$ cat config.mk
export PLATFORM = sky130hd
export DESIGN_NAME = onoff_fault_ctl
export DESIGN_NICKNAME = d
export VERILOG_FILES = /design/src/rtl/ofl_pkg.sv /design/src/rtl/ofl_sync.sv /design/src/rtl/ofl_debounce.sv /design/src/rtl/ofl_fault_latch.sv /design/src/rtl/ofl_seq.sv /design/src/rtl/onoff_fault_ctl.sv
export SDC_FILE = /design/constraint.sdc
export NUM_CORES = 1
export LEC_CHECK = 0
export ABC_AREA = 0
export BUFFER_PORTS_ARGS = -buffer_cell sky130_fd_sc_hd__buf_2
export CORE_MARGIN = 5
export CORE_UTILIZATION = 30
export DETAILED_ROUTE_END_ITERATION = 12
export GPL_TIMING_DRIVEN = 0
export HOLD_SLACK_MARGIN = 0.05
export MAX_ROUTING_LAYER = met4
export PLACE_DENSITY_LB_ADDON = 0.15
export SLEW_MARGIN = 20
export SYNTH_ARGS = -nofsm -noshare
export SYNTH_HDL_FRONTEND = slang
export SYNTH_HIERARCHICAL = 1
export SYNTH_SLANG_ARGS = --single-unit
$ cat constraint.sdc
create_clock -name clk -period 2.7 [get_ports clk]
set_input_delay 0.54 -clock clk [delete_from_list [all_inputs] [get_ports clk]]
set_output_delay 0.54 -clock clk [all_outputs]
set_load 0.03 [all_outputs]
$ cat src/rtl/ofl_pkg.sv
// Package: shared types for the on/off fault-latch controller.
// Assumes: nothing beyond IEEE 1800-2017.
package ofl_pkg;

    // Rail sequencing states.
    typedef enum logic [1:0] {
        ST_OFF  = 2'd0,
        ST_ON   = 2'd1,
        ST_STOP = 2'd2
    } pwr_state_t;

    // Width needed to count from 0 to n-1 (at least 1 bit).
    function automatic int unsigned cnt_width(input int unsigned n);
        return (n < 2) ? 1 : $clog2(n);
    endfunction

endpackage

$ cat src/rtl/ofl_sync.sv
// Module: ofl_sync
// Brings the asynchronous request into the clock domain through a flop chain.
// Assumes: STAGES >= 1; the chain resets to the inactive (high) request level.
module ofl_sync #(
    parameter int unsigned STAGES = 2
) (
    input  logic clk,
    input  logic rst_n,
    input  logic din,
    output logic dout
);

    logic [STAGES-1:0] chain;

    generate
        for (genvar i = 0; i < STAGES; i++) begin : g_stage
            if (i == 0) begin : g_first
                // First stage samples the raw pin.
                always_ff @(posedge clk) begin
                    if (!rst_n) chain[0] <= 1'b1;
                    else        chain[0] <= din;
                end
            end else begin : g_next
                // Later stages shift the sampled level along.
                always_ff @(posedge clk) begin
                    if (!rst_n) chain[i] <= 1'b1;
                    else        chain[i] <= chain[i-1];
                end
            end
        end
    endgenerate

    assign dout = chain[STAGES-1];

endmodule

$ cat src/rtl/ofl_debounce.sv
// Module: ofl_debounce
// Accepts a new level only after it has differed from the accepted level for
// DEB_CYC consecutive cycles. It flags each accepted edge with a one-cycle
// strobe that appears together with the new level.
// Assumes: DEB_CYC >= 2; the accepted level resets high (rails requested off).
module ofl_debounce #(
    parameter int unsigned DEB_CYC = 38000
) (
    input  logic clk,
    input  logic rst_n,
    input  logic din,
    output logic rise_stb,
    output logic fall_stb
);

    localparam int unsigned W = ofl_pkg::cnt_width(DEB_CYC);
    localparam logic [W-1:0] LAST = W'(DEB_CYC - 1);

    logic         level;
    logic [W-1:0] cnt;
    logic         differs;
    logic         accept;

    assign differs = (din != level);
    assign accept  = differs && (cnt == LAST);

    // Counts cycles of disagreement; a single agreeing cycle restarts it.
    always_ff @(posedge clk) begin
        if (!rst_n)        cnt <= '0;
        else if (!differs) cnt <= '0;
        else if (accept)   cnt <= '0;
        else               cnt <= cnt + 1'b1;
    end

    // Holds the accepted level.
    always_ff @(posedge clk) begin
        if (!rst_n)      level <= 1'b1;
        else if (accept) level <= din;
    end

    // Registers the edge strobes in step with the accepted level.
    always_ff @(posedge clk) begin
        if (!rst_n) begin
            rise_stb <= 1'b0;
            fall_stb <= 1'b0;
        end else begin
            rise_stb <= accept &&  din;
            fall_stb <= accept && !din;
        end
    end

endmodule

$ cat src/rtl/ofl_fault_latch.sv
// Module: ofl_fault_latch
// Sticky fault store. A qualified pulse sets it and an accepted request rise
// clears it. The clear wins when both arrive on the same edge.
// Assumes: the caller gates set_req with the qualifier enable.
module ofl_fault_latch (
    input  logic clk,
    input  logic rst_n,
    input  logic set_req,
    input  logic clr_req,
    output logic held
);

    // Updates the latch: reset and clear dominate set.
    always_ff @(posedge clk) begin
        if (!rst_n)       held <= 1'b0;
        else if (clr_req) held <= 1'b0;
        else if (set_req) held <= 1'b1;
    end

endmodule

$ cat src/rtl/ofl_seq.sv
// Module: ofl_seq
// Rail sequencer: turns the rails on at an accepted fall, runs the turn-off
// delay after an accepted rise and drops to off whenever the fault latch is
// set. It also makes the blanking strobe and the qualifier enable.
// Assumes: OFF_CYC >= 1; the strobes are single-cycle.
module ofl_seq
    import ofl_pkg::*;
#(
    parameter int unsigned OFF_CYC = 2300
) (
    input  logic clk,
    input  logic rst_n,
    input  logic rise_stb,
    input  logic fall_stb,
    input  logic fault_held,
    output logic rails_off,
    output logic blank_start,
    output logic qual_en
);

    localparam int unsigned W = cnt_width(OFF_CYC);
    localparam logic [W-1:0] LAST = W'(OFF_CYC - 1);

    pwr_state_t   state, state_nx;
    logic [W-1:0] dly_cnt;
    logic         dly_done;
    logic         turn_on;

    assign dly_done = (dly_cnt == LAST);
    assign turn_on  = (state == ST_OFF) && fall_stb && !fault_held;

    // Chooses the next sequencing state.
    always_comb begin
        state_nx = state;
        unique case (state)
            ST_OFF: begin
                if (turn_on) state_nx = ST_ON;
            end
            ST_ON: begin
                if (fault_held)    state_nx = ST_OFF;
                else if (rise_stb) state_nx = ST_STOP;
            end
            ST_STOP: begin
                if (fault_held)    state_nx = ST_OFF;
                else if (fall_stb) state_nx = ST_ON;
                else if (dly_done) state_nx = ST_OFF;
            end
            default: state_nx = ST_OFF;
        endcase
    end

    // Holds the sequencing state.
    always_ff @(posedge clk) begin
        if (!rst_n) state <= ST_OFF;
        else        state <= state_nx;
    end

    // Counts the turn-off delay while stopping; it is zero on entry.
    always_ff @(posedge clk) begin
        if (!rst_n)                 dly_cnt <= '0;
        else if (state != ST_STOP)  dly_cnt <= '0;
        else if (!dly_done)         dly_cnt <= dly_cnt + 1'b1;
    end

    // Marks the first powered cycle of every turn-on.
    always_ff @(posedge clk) begin
        if (!rst_n) blank_start <= 1'b0;
        else        blank_start <= turn_on;
    end

    assign rails_off = (state == ST_OFF) || fault_held;
    assign qual_en   = (state == ST_ON) && !fault_held;

endmodule

$ cat src/rtl/onoff_fault_ctl.sv
// Module: onoff_fault_ctl (top)
// Remote on/off controller with a sticky fault latch. It chains the
// synchronizer, the debounce filter, the sequencer and the fault latch.
// Assumes: all delays are given in clock cycles; rst_n is a synchronous power-on reset.
module onoff_fault_ctl #(
    parameter int unsigned SYNC_STAGES = 2,
    parameter int unsigned DEB_CYC     = 38000,
    parameter int unsigned OFF_CYC     = 2300
) (
    input  logic clk,
    input  logic rst_n,
    input  logic req_n,
    input  logic fault_pulse,
    output logic rails_off,
    output logic fault_held,
    output logic blank_start,
    output logic qual_en
);

    logic req_s;
    logic rise_stb;
    logic fall_stb;
    logic latch_set;

    ofl_sync #(.STAGES(SYNC_STAGES)) u_sync (
        .clk  (clk),
        .rst_n(rst_n),
        .din  (req_n),
        .dout (req_s)
    );

    ofl_debounce #(.DEB_CYC(DEB_CYC)) u_deb (
        .clk     (clk),
        .rst_n   (rst_n),
        .din     (req_s),
        .rise_stb(rise_stb),
        .fall_stb(fall_stb)
    );

    assign latch_set = fault_pulse && qual_en;

    ofl_fault_latch u_latch (
        .clk    (clk),
        .rst_n  (rst_n),
        .set_req(latch_set),
        .clr_req(rise_stb),
        .held   (fault_held)
    );

    ofl_seq #(.OFF_CYC(OFF_CYC)) u_seq (
        .clk        (clk),
        .rst_n      (rst_n),
        .rise_stb   (rise_stb),
        .fall_stb   (fall_stb),
        .fault_held (fault_held),
        .rails_off  (rails_off),
        .blank_start(blank_start),
        .qual_en    (qual_en)
    );

endmodule

# [Word-level counts from Yosys, hierarchy flattened]
# Index checks and enable logic that the tools add are counted.
[op_classes] n_bitwise=2 n_reduce_logical=15 muxes=7 n_eq_ne=9 n_addsub=2
[op_table] operator="adder 16 x 1 -> 16 bit (second input constant)" count=1
[op_table] operator="== test 16 bit (second input constant)" count=1
[op_table] operator="adder 12 x 1 -> 12 bit (second input constant)" count=1
[op_table] operator="== test 12 bit (second input constant)" count=1
[op_table] operator="two-way mux 2 bit" count=6
[op_table] operator="logical AND 1 bit" count=7
[op_table] operator="case mux 2 bit (3 select lines)" count=1
[op_table] operator="!= test 4 x 3 -> 1 bit (second input constant)" count=1
[op_table] operator="OR reduction 2 bit" count=2
[op_table] operator="!= test 3 bit (second input constant)" count=1
[op_table] operator="AND reduction 3 bit" count=1
[op_table] operator="OR reduction 3 bit" count=1
[op_table] operator="== test 2 x 1 -> 1 bit (second input constant)" count=1
[op_table] operator="== test 2 bit (second input constant)" count=1
[op_table] operator="zero test 1 bit" count=2
[op_table] operator="zero test 2 bit" count=1
[op_table] operator="!= test 2 x 1 -> 1 bit (second input constant)" count=1
[op_table] operator="!= test 2 bit (second input constant)" count=1
[op_table] operator="inverter 1 bit" count=2
[op_table] operator="logical OR 1 bit" count=1
[op_table] operator="!= test 1 bit" count=1
[word_totals] output_inout_bits=4 register_bits=37 input_bits=4

# [Depth between registers and ports, before layout]
# Gate-level depths: netlist (run 1).
[depth] word_depth=5 mapped_depth=6 ltp_nobuf=5

# [By module]
# Netlist (run 1), hierarchy kept.
[by_module_without_submodules] module="ofl_debounce" area_per_inst_um2=825.8 cells_per_inst=90 instances=1
[by_module_without_submodules] module="ofl_seq" area_per_inst_um2=740.7 cells_per_inst=80 instances=1
[by_module_without_submodules] module="ofl_sync" area_per_inst_um2=52.6 cells_per_inst=4 instances=1
[by_module_without_submodules] module="ofl_fault_latch" area_per_inst_um2=36.3 cells_per_inst=3 instances=1
[by_module_without_submodules] module="onoff_fault_ctl" area_per_inst_um2=6.3 cells_per_inst=1 instances=1

# [Worst setup path before layout (run 1)]
# Ideal clock, no wire load.
[synth_timing] path_kind="reg2out" startpoint="register u_seq.state[0]" endpoint="output qual_en" arrival_ns=1.305 slack_ns=0.855 path_stages_with_launch=3 path_cell_list="dfxtp_1 -> clkbuf_1 -> nor3b_1"
[synth_via] elab_chain_len=2
[synth_lines] item="from (decl)" line_no="ofl_seq.sv:24" rtl="pwr_state_t state, state_nx;"
[synth_lines] item="from (signal assigned)" line_no="ofl_seq.sv:55" rtl="else state <= state_nx;"
[synth_lines] item="== test 2 x 1 -> 1 bit" line_no="ofl_seq.sv:72" rtl="assign qual_en = (state == ST_ON) && !fault_held;"
[synth_lines] item="logical AND 1 bit" line_no="ofl_seq.sv:72"
[synth_lines] item="to (decl)" line_no="onoff_fault_ctl.sv:17" rtl="output logic qual_en"
# Every way passes these cells.

# [Worst setup path in the final report (run 1)]
# Ends and elaborated chain as after synthesis.

==> results of run 1 <==
-- final timing paths --
kind	to	slack [ns]
worst max register to register	u_seq/dly_cnt[1]	0.92
worst min register to register	u_sync/dout	0.43
worst max-delay path	qual_en	0.81
worst min-delay path	u_sync/dout	0.43
-- layout make-up --
type,count,area share [%]
Clock inverter,1,0.265
Multi-Input combinational cell,129,46.0
Sequential cell,37,39.2
Inverter,8,1.59
Clock buffer,7,5.10
Timing Repair Buffer,7,1.86
Tap cell,72,4.77
Buffer,4,1.19
-- power by group --
group	leakage (uW)	total [uW]	internal [uW]	switching [uW]
Combinational	0.000245	10.6	4.31	6.28
Clock	0.0000542	420	231	189
Sequential	0.000298	548	547	1.10
Total	0.000598	978	782	196
-- cells in the final DEF, fill, tap and decap left out, types with 6 or more instances in the layout --
cell type and count:
nand3_1 7, nor2_1 24, dfxtp_1 37, clkbuf_8 7, nor3_1 6, xnor2_1 12
nand2b_1 6, buf_2 7, inv_1 8, nand2_1 12, a21oi_1 6
-- through the flow --
step / hold slack (ns) / util, % / power, uW
floorplan: 0.386 / - / 566
global placement: 0.389 / 32.9 / 571
detailed placement: 0.413 / 32.9 / 572
CTS: 0.431 / 34.7 / 998
global route: 0.441 / 34.7 / 1030
finish: 0.431 / 34.7 / 978
-- cells by family (layout without fill, tap and decap cells) --
group,after synthesis,after routing,share of synthesized area (%)
adder cells (fa/ha/maj),2,2,1.51
multiplexers,4,4,2.41
flip-flops,37,37,44.6
AO/OA/AOI/OAI,19,19,7.46
XOR/XNOR,16,16,8.43
AND/OR/NAND/NOR,88,88,32.5
buffers and inverters,12,27,3.16
-- registers in the layout (all words and copies together) (netlist names) --
register,count
u_latch/held,1
u_deb/rise_stb,1
u_deb/fall_stb,1
u_deb/level,1
u_sync/dout,1
u_deb/cnt,16
u_sync/chain,1
u_seq/blank_start,1
u_seq/dly_cnt,12
u_seq/state,2
-- metal layers --
| layer | vias up | wire length (um) |
|---|---|---|
| met3 | 5 | 80 |
| met5 | - | 0 |
| met1 | 566 | 1420 |
| met2 | 5 | 1510 |
| li1 | 653 | - |
| met4 | 0 | 46 |
-- critical path, stage by stage (launching register included) --
cell and delay, ns:
dfxtp_1 0.31, clkbuf_1 0.25, nor3b_1 0.26, buf_2 0.25
==> impl.org, run 1 <==
** Timing
- Of the available clock period, the critical path in the final layout requires 69.8%.
- Across the routed clock network, the largest skew measured is 0.00500 ns.
- The final hold violation count was 0.
- The max-slew violation total from the final report was 0.
- Final TNS setup :: 0 ns
- Setup violations remaining at the end of the flow were counted as 0.
- Final WS setup :: 0.815 ns
- For the pin with the worst max-slew slack, the measured transition is 0.421 ns.
- Unrepaired setup endpoints after global routing :: false
- Normalized max-slew margin :: 71.9%
- Upper clock frequency limit :: 530 MHz
- For the finished layout, the period the worst path requires is 1.89 ns.

** Synth
- The synthesized netlist occupies a cell area of 0.00166 sq mm.
- In the post-synthesis netlist, the cell with the most instances is dfxtp_1.
- For this run, the number of Yosys warnings is 6.
- FFs w/ async S/R, synth :: 0%
- The synthesized design contains 0 enable-type register cells.
- Flip-flop cell with the highest count after synthesis :: dfxtp_1
- After synthesis, flip-flops and latches occupy 44.6% of the total area.
- Yosys top cell area share :: 44.6%
- Synthesis-stage register bit count :: 37
- Syn Nets :: 184
- Cells taking the most area after synthesis :: dfxtp_1 45%, xnor2_1 6.3%, nor2_1 5.4%
- Number of different library cells in the post-synthesis netlist :: 44
- Syn Inst Count :: 178
- After synthesis, the mean cell area works out to 9.33 sq um.
- Ranked by instance count, the synthesized netlist is headed by 37 x dfxtp_1, 24 x nor2_1, 12 x nand2_1, 12 x xnor2_1, 8 x inv_1.
- Post-synth top area cell :: dfxtp_1

** Placement
- The wire-length estimate of the detail-placed layout is 2200 um.
- During placement, the flow inserted port buffers numbering 7.
- Placed instance area :: 0.00179 sq mm
- The congestion estimate from routability-driven global placement came to 0.757.
- Once placement completed, the tool counted placed cells totaling 257.
- Worst slack, placed :: 0.917 ns

** Drt
- Antenna Nets Post-Route :: 0
- DRC violation total after the first TritonRoute iteration :: 24
- Total number of vias :: 1229
- Routed wire length :: 3060 um
- In the routed layout, each cell is associated on average with a via count of 4.64.
- Routed len/inst :: 11.5 um
- The first detailed-routing pass took 4 iterations.
- For this run, design rule violations remaining after detail routing come to 0.

** Layout
- Layout Nets :: 198
- Relative to the synthesized area, the layout overhead comes to 13.6%.
- Area used by multi-input combinational logic :: 868 sq um
- The finished cells cover 0.00189 sq mm.
- In the final layout, flip-flops and latches occupy 741 sq um.
- Fraction of layout instances using a drive strength above 1 :: 15.5%
- Number of non-filler instances in the completed layout :: 265
- The layout has 567 filler cells.
- Antenna diode count :: 0

** Run
- Number of max-cap violations :: 0

** Clock network
- CTS Root Buffer Type :: clkbuf_8
- CTS sink cnt :: 37
- Clock-pin slew was measured on the worst setup and hold paths at 0.07 ns.
- Post-CTS repair changed the size of 0 cells.
- Clock tree from TritonCTS :: built
- Number of buffers inserted during clock tree synthesis :: 5
- In this run, post-CTS hold repair placed 0 buffers.
- Buffers added to address setup during post-CTS repair amount to 0.
- Clock buffer depth :: 2
- Clock latency on the worst-skew pair :: 0.28 ns
- Deepest level of the CTS H-tree :: 2

** Die
- Die Outline Area :: 0.00713 sq mm
- Ports placed on the boundary :: 8
- In this run the horizontal extent of the chip is 84.4 um.
- Die height :: 84.4 um
- The initial utilization of the core area, before any placement, comes to 30.5%.
- The region available for standard cell placement spans 0.00544 sq mm.
- Number of rows in the core area :: 27

** Pwr
- Dividing total power by cell area gives a power density of 518 mW/mm^2.
- Max IR drop VDD :: 0.330 mV
- The analysis attributes to cell leakage a power of 0.000598 uW.

** Worst setup path
- Data arrival time at the worst-slack endpoint :: 1.35 ns
- CP Launch Point :: u_seq/state[0]
- At the worst endpoint, the required time is 2.16 ns.
- The worst setup path is launched from a register.
- The critical path in this run is classified as reg -> out.
- Worst R2R Start :: u_seq/dly_cnt[0]
- Setup crit end kind :: output pin
- In this run the worst path has a maximum fanout of 8.
- Counting cells, the worst reg-to-reg path comes to 4.

** Status
- The flow ran to the end, and the final reports show no timing, DRC or antenna violations.

** Global route
- Summed over all layers, the global routing overflow is 0.
- First-pass GRT wire length :: 5310 um
- Fraction of met3 tracks used by global routing :: 3.63%
- The number of antenna violations at the first check in global routing came to 0.
- Global routing consumed, over all layers together, 9.55% of the routing resources.
- Via count of the first global-routing pass :: 1235
- Maximum number of pins on one net before global-route repair :: 12
- Met1 Usage GRT :: 9.67%
- For this run, global-route usage on met2 was measured as 16.2%.
- Most Used Layer, Global Route :: met2

** Hold path
- The worst hold path begins at u_sync/chain[0].
- Along the worst hold path, the cell count comes to 1.
- In this run the worst hold path is classified as reg -> reg.
No activity file was read; power rests on OpenSTA's default activity.
==> run 2, diff against run 1 <==
--- a/config.mk
+++ b/config.mk
@@ -5,7 +5,7 @@
 export SDC_FILE = /design/constraint.sdc
 export NUM_CORES = 1
 export LEC_CHECK = 0
-export ABC_AREA = 0
+export ABC_AREA = 1
 export BUFFER_PORTS_ARGS = -buffer_cell sky130_fd_sc_hd__buf_2
 export CORE_MARGIN = 5
 export CORE_UTILIZATION = 30
==> constraint.sdc (replaced) <==
create_clock -name clk -period 1.6 [get_ports clk]
set_input_delay 0.32 -clock clk [delete_from_list [all_inputs] [get_ports clk]]
set_output_delay 0.32 -clock clk [all_outputs]
set_load 0.03 [all_outputs]
==> impl.org, run 2 <==
** Pwr
- Switching power share of the total :: 19.7%
- Combinational logic is responsible for 1.3% of the overall power.
- Sw Pwr :: 339 uW
- Areal power density over the cells :: 840 mW/mm^2
- After layout, the design draws a total of 1720 uW.
- Of the total power, the clock network draws 45.0%.
- IR analysis of the VDD net gives a maximum drop of 0.445 mV.
- Leakage :: 0.000730 uW
- Design internal power :: 1380 uW
- Sequential cells account for 53.7% of the total power.

** Layout
- The library cells used most frequently in the layout, excluding fill and tap cells, are 55 x nand2_1, 47 x nor2_1, 37 x dfxtp_1.
- For this run, the post-layout net count is 279.
- Number of non-filler instances in the completed layout :: 348
- The largest registers in the layout are u_deb/cnt: 16 flops, u_seq/dly_cnt: 12 flops, u_seq/state: 2 flops.
- After routing the design area is 0.00205 sq mm.
- In the final layout, the share of cells above drive strength 1 is 12.5%.
- The register with the most flip-flops in the layout has 16 of them.
- More flip-flops sit in one register than any other, and that register is u_deb/cnt.
- Area Growth Syn to Fin :: 13.3%
- The number of antenna diodes in the final layout is 0.
- Leaving out fill and tap cells, the most frequent cell in the layout is nand2_1.

** Drt
- The first routing iteration left 42 violations.
- Detailed-router iteration count before antenna repair :: 4
- Per-cell via count in the routed design :: 4.32
- Antenna Nets Post-Route :: 0
- After detailed routing, the number of remaining DRC violations is 0.
- In the final routed layout, each cell accounts on average for 9.98 um.
- Routed wire length :: 3470 um
- For this block, the via count after detailed routing is 1505.

** Placement
- At the end of routability-driven placement, the weighted congestion stood at 0.811.
- Placed instance area :: 0.00194 sq mm
- Count of buffers from port buffering :: 7
- Once detailed placement completed, the half-perimeter wirelength came to 2470 um.
- In this run, placement finished with an instance count of 341.

** Worst setup path
- Peak fanout along the critical path :: 5
- The worst setup path is of the reg -> out kind.
- In this design, the critical path's most frequently occurring cell is inv_1.
- Setup crit end kind :: output pin
- Top cell family by delay on the critical path :: flip-flops
- Required arrival time at the worst endpoint :: 1.28 ns
- Cell-by-cell listing of the critical path :: inv_1 -> nand3_1 -> inv_1 -> buf_2
- Reg2reg end :: u_deb/cnt[7]
- Worst-case register-to-register setup slack :: 0.15 ns
- Cell depth of the worst flop-to-flop path :: 7
- Startpoint class of the critical path :: register
- Largest stage delay, worst path :: 0.42 ns
- Max stage delay cell, worst path :: dfxtp_1
- Data arrival time at the worst-slack endpoint :: 1.14 ns
- Buf+Inv Stages, Crit Path :: 3
- The startpoint identified for the worst register-to-register timing path is u_deb/cnt[0].

** Global route
- Initial antenna violation count :: 0
- Overall fraction of global-route tracks in use :: 10.5%
- Via count of the first global-routing pass :: 1408
- Summed over all layers, the global routing overflow is 0.
- The first global-routing pass estimated 6150 um of wire.
- Entering global routing, the biggest net connects 12 pins.

** Synth
- Leading cell types by count after synthesis :: 55 x nand2_1, 47 x nor2_1, 37 x dfxtp_1, 36 x inv_1, 18 x nand3_1
- Yosys mapped the design onto 25 distinct sky130hd cell types.
- In this run the biggest area consumer among cell types represents 40.9% of the synthesized area.
- In the synthesized netlist, the number of instances is 259.
- A synthesized cell averages 6.99 sq um.
- Flip-flop cell with the highest count after synthesis :: dfxtp_1
- Count leader, synth :: nand2_1
- Summing the sequential cell areas from Yosys gives 40.9% of the chip area.
- In this run, synthesis inferred 0 flip-flops with an integrated enable.
- Synthesis produced a netlist with a net count of 265.
- FFs w/ async S/R, synth :: 0%
- Post-synth top area cell :: dfxtp_1
- Synthesis-stage register bit count :: 37
- During synthesis, Yosys emitted a total of 6 warnings.
- After synthesis, the cell types taking the most area are dfxtp_1 41%, nand2_1 11%, nor2_1 9.7%.
- Post-synth design cell area :: 0.00181 sq mm

** Die
- Ports placed on the boundary :: 8
- Die height :: 87.7 um
- Overall die width :: 87.7 um
- The die covers 0.00769 sq mm.
- After floorplanning, the core was divided into 28 placement rows.
- Core region area :: 0.00589 sq mm
- Initial standard-cell utilization of the core :: 30.8%

** Clock network
- No sink is reached through more buffers than the 2 on the longest clock path.
- The tree is rooted in a clkbuf_8.
- In this run, post-CTS hold repair placed 0 buffers.
- CTS sink cnt :: 37
- After clock tree synthesis, the clock-pin slew on the worst setup and hold paths is 0.07 ns.
- In this run the number of H-tree levels came out at 2.
- Number of buffers inserted during clock tree synthesis :: 5
- Clock latency on the worst-skew pair :: 0.29 ns
- TritonCTS built the clock tree.

** Timing
- After routing, the total negative slack on setup checks comes to 0 ns.
- Worst Max-Slew Pin Slew :: 0.259 ns
- For this run, the top clock speed supported by timing is 686 MHz.
- The max-slew violation total from the final report was 0.
- Tcrit/Tclk final :: 91.2%
- Total setup violations reported at the end of the flow :: 0
- The final hold violation count was 0.
- Final Critical Period :: 1.46 ns
- Setup repair after global routing left no endpoint under its margin.
- On the final layout, the worst clock skew is 0.00416 ns.
- Headroom to the max-slew limit came out at 82.7%.

** Status
- The flow ran to the end, and the final reports show no timing, DRC or antenna violations.

** Run
- Across the run, the number of max-cap violations was 0.

** Hold path
- Source of the worst hold timing path :: req_n
- For hold timing, the worst endpoint is u_sync/chain[0].
- Class of the tightest hold or removal check :: in -> reg
- The worst hold path was traced through 3 stages.
-- run 2: cell count changes after synthesis, moves of 4 or more --
cell	delta
mux2i_1	-4
nand2b_1	-6
nand2_1	+43
xnor2_1	-8
nand2_2	+6
nor2_1	+23
inv_1	+28
nor2_2	+4
nand3_1	+11
-- run 2: how the worst max path moves through the flow --
| stage | start | end | slack, ns | cells past startpoint |
|---|---|---|---|---|
| global route | u_deb/cnt[0] | u_deb/cnt[1] | 0.001 | 7 |
| global placement | u_deb/cnt[0] | u_deb/cnt[2] | 0.12 | 7 |
| CTS | u_deb/cnt[0] | u_deb/cnt[2] | 0.10 | 7 |
| detailed placement | u_deb/cnt[0] | u_deb/cnt[10] | 0.12 | 7 |
| finish | u_latch/held | qual_en | 0.14 | 4 |
| floorplan | u_latch/held | u_latch/held | 0.35 | 7 |
-- run 2: repair_timing --
| action | in CTS | in global routing |
|---|---|---|
| setup buffers | 0 | 0 |
| endpoints found under the setup margin | 0 | 10 |
| resized for setup | 0 | 1 |
-- run 2: metrics by stage --
stage | hold WS (ns) | util, % | worst slack [ns]
after global routing | 0.193 | 34.8 | 0.00118
final | 0.205 | 34.8 | 0.142
after detailed placement | 0.396 | 33.0 | 0.118
after floorplan | 0.380 | - | 0.349
after global placement | 0.390 | 33.0 | 0.121
after CTS | 0.192 | 34.7 | 0.104
-- run 2: cells by family (layout without fill, tap and decap cells) --
logic type               after synthesis  in the layout  synth area share, %
AND/OR/NAND/NOR                      154            154                 39.1
AO/OA/AOI/OAI                         17             17                 5.25
XOR/XNOR                              10             10                 4.84
buffers and inverters                 39             53                 8.50
flip-flops                            37             37                 40.9
adder cells (fa/ha/maj)                2              2                 1.38
-- run 2: worst register-to-register path: cells and delay by family (launching register included) --
family	cells	cell delay, ns
adder cells (fa/ha/maj)	1	0.23
flip-flops	1	0.38
buffers and inverters	1	0.16
AND/OR/NAND/NOR	5	0.57
-- run 2: metal layers --
metal  wire length (um)  up-vias  global-route usage, %
met5                  0        -                      -
met3                 96        4                   2.82
met1               1850      657                   13.5
met4                 41        0                   5.02
li1                   -      834                      -
met2               1490       10                   15.3
-- run 2: cell type report --
type / instances / area [sq um]
buffer: 1 / 11.3
inverter: 38 / 143
clock buffer: 5 / 68.8
timing repair buffer: 7 / 35.0
tap: 75 / 93.8
sequential: 37 / 741
clock inverter: 2 / 35.0
multi-input combinational: 183 / 923
fill: 653 / 3830
-- run 2: power groups by stage --
stage                     Clock, uW  Combinational, uW  Sequential (uW)
after global placement            0               20.6              947
after detailed placement          0               21.0              947
final                           775               21.8              925
after CTS                       816               21.1              925
after global routing            861               24.5              926
after floorplan                   0               11.1              946
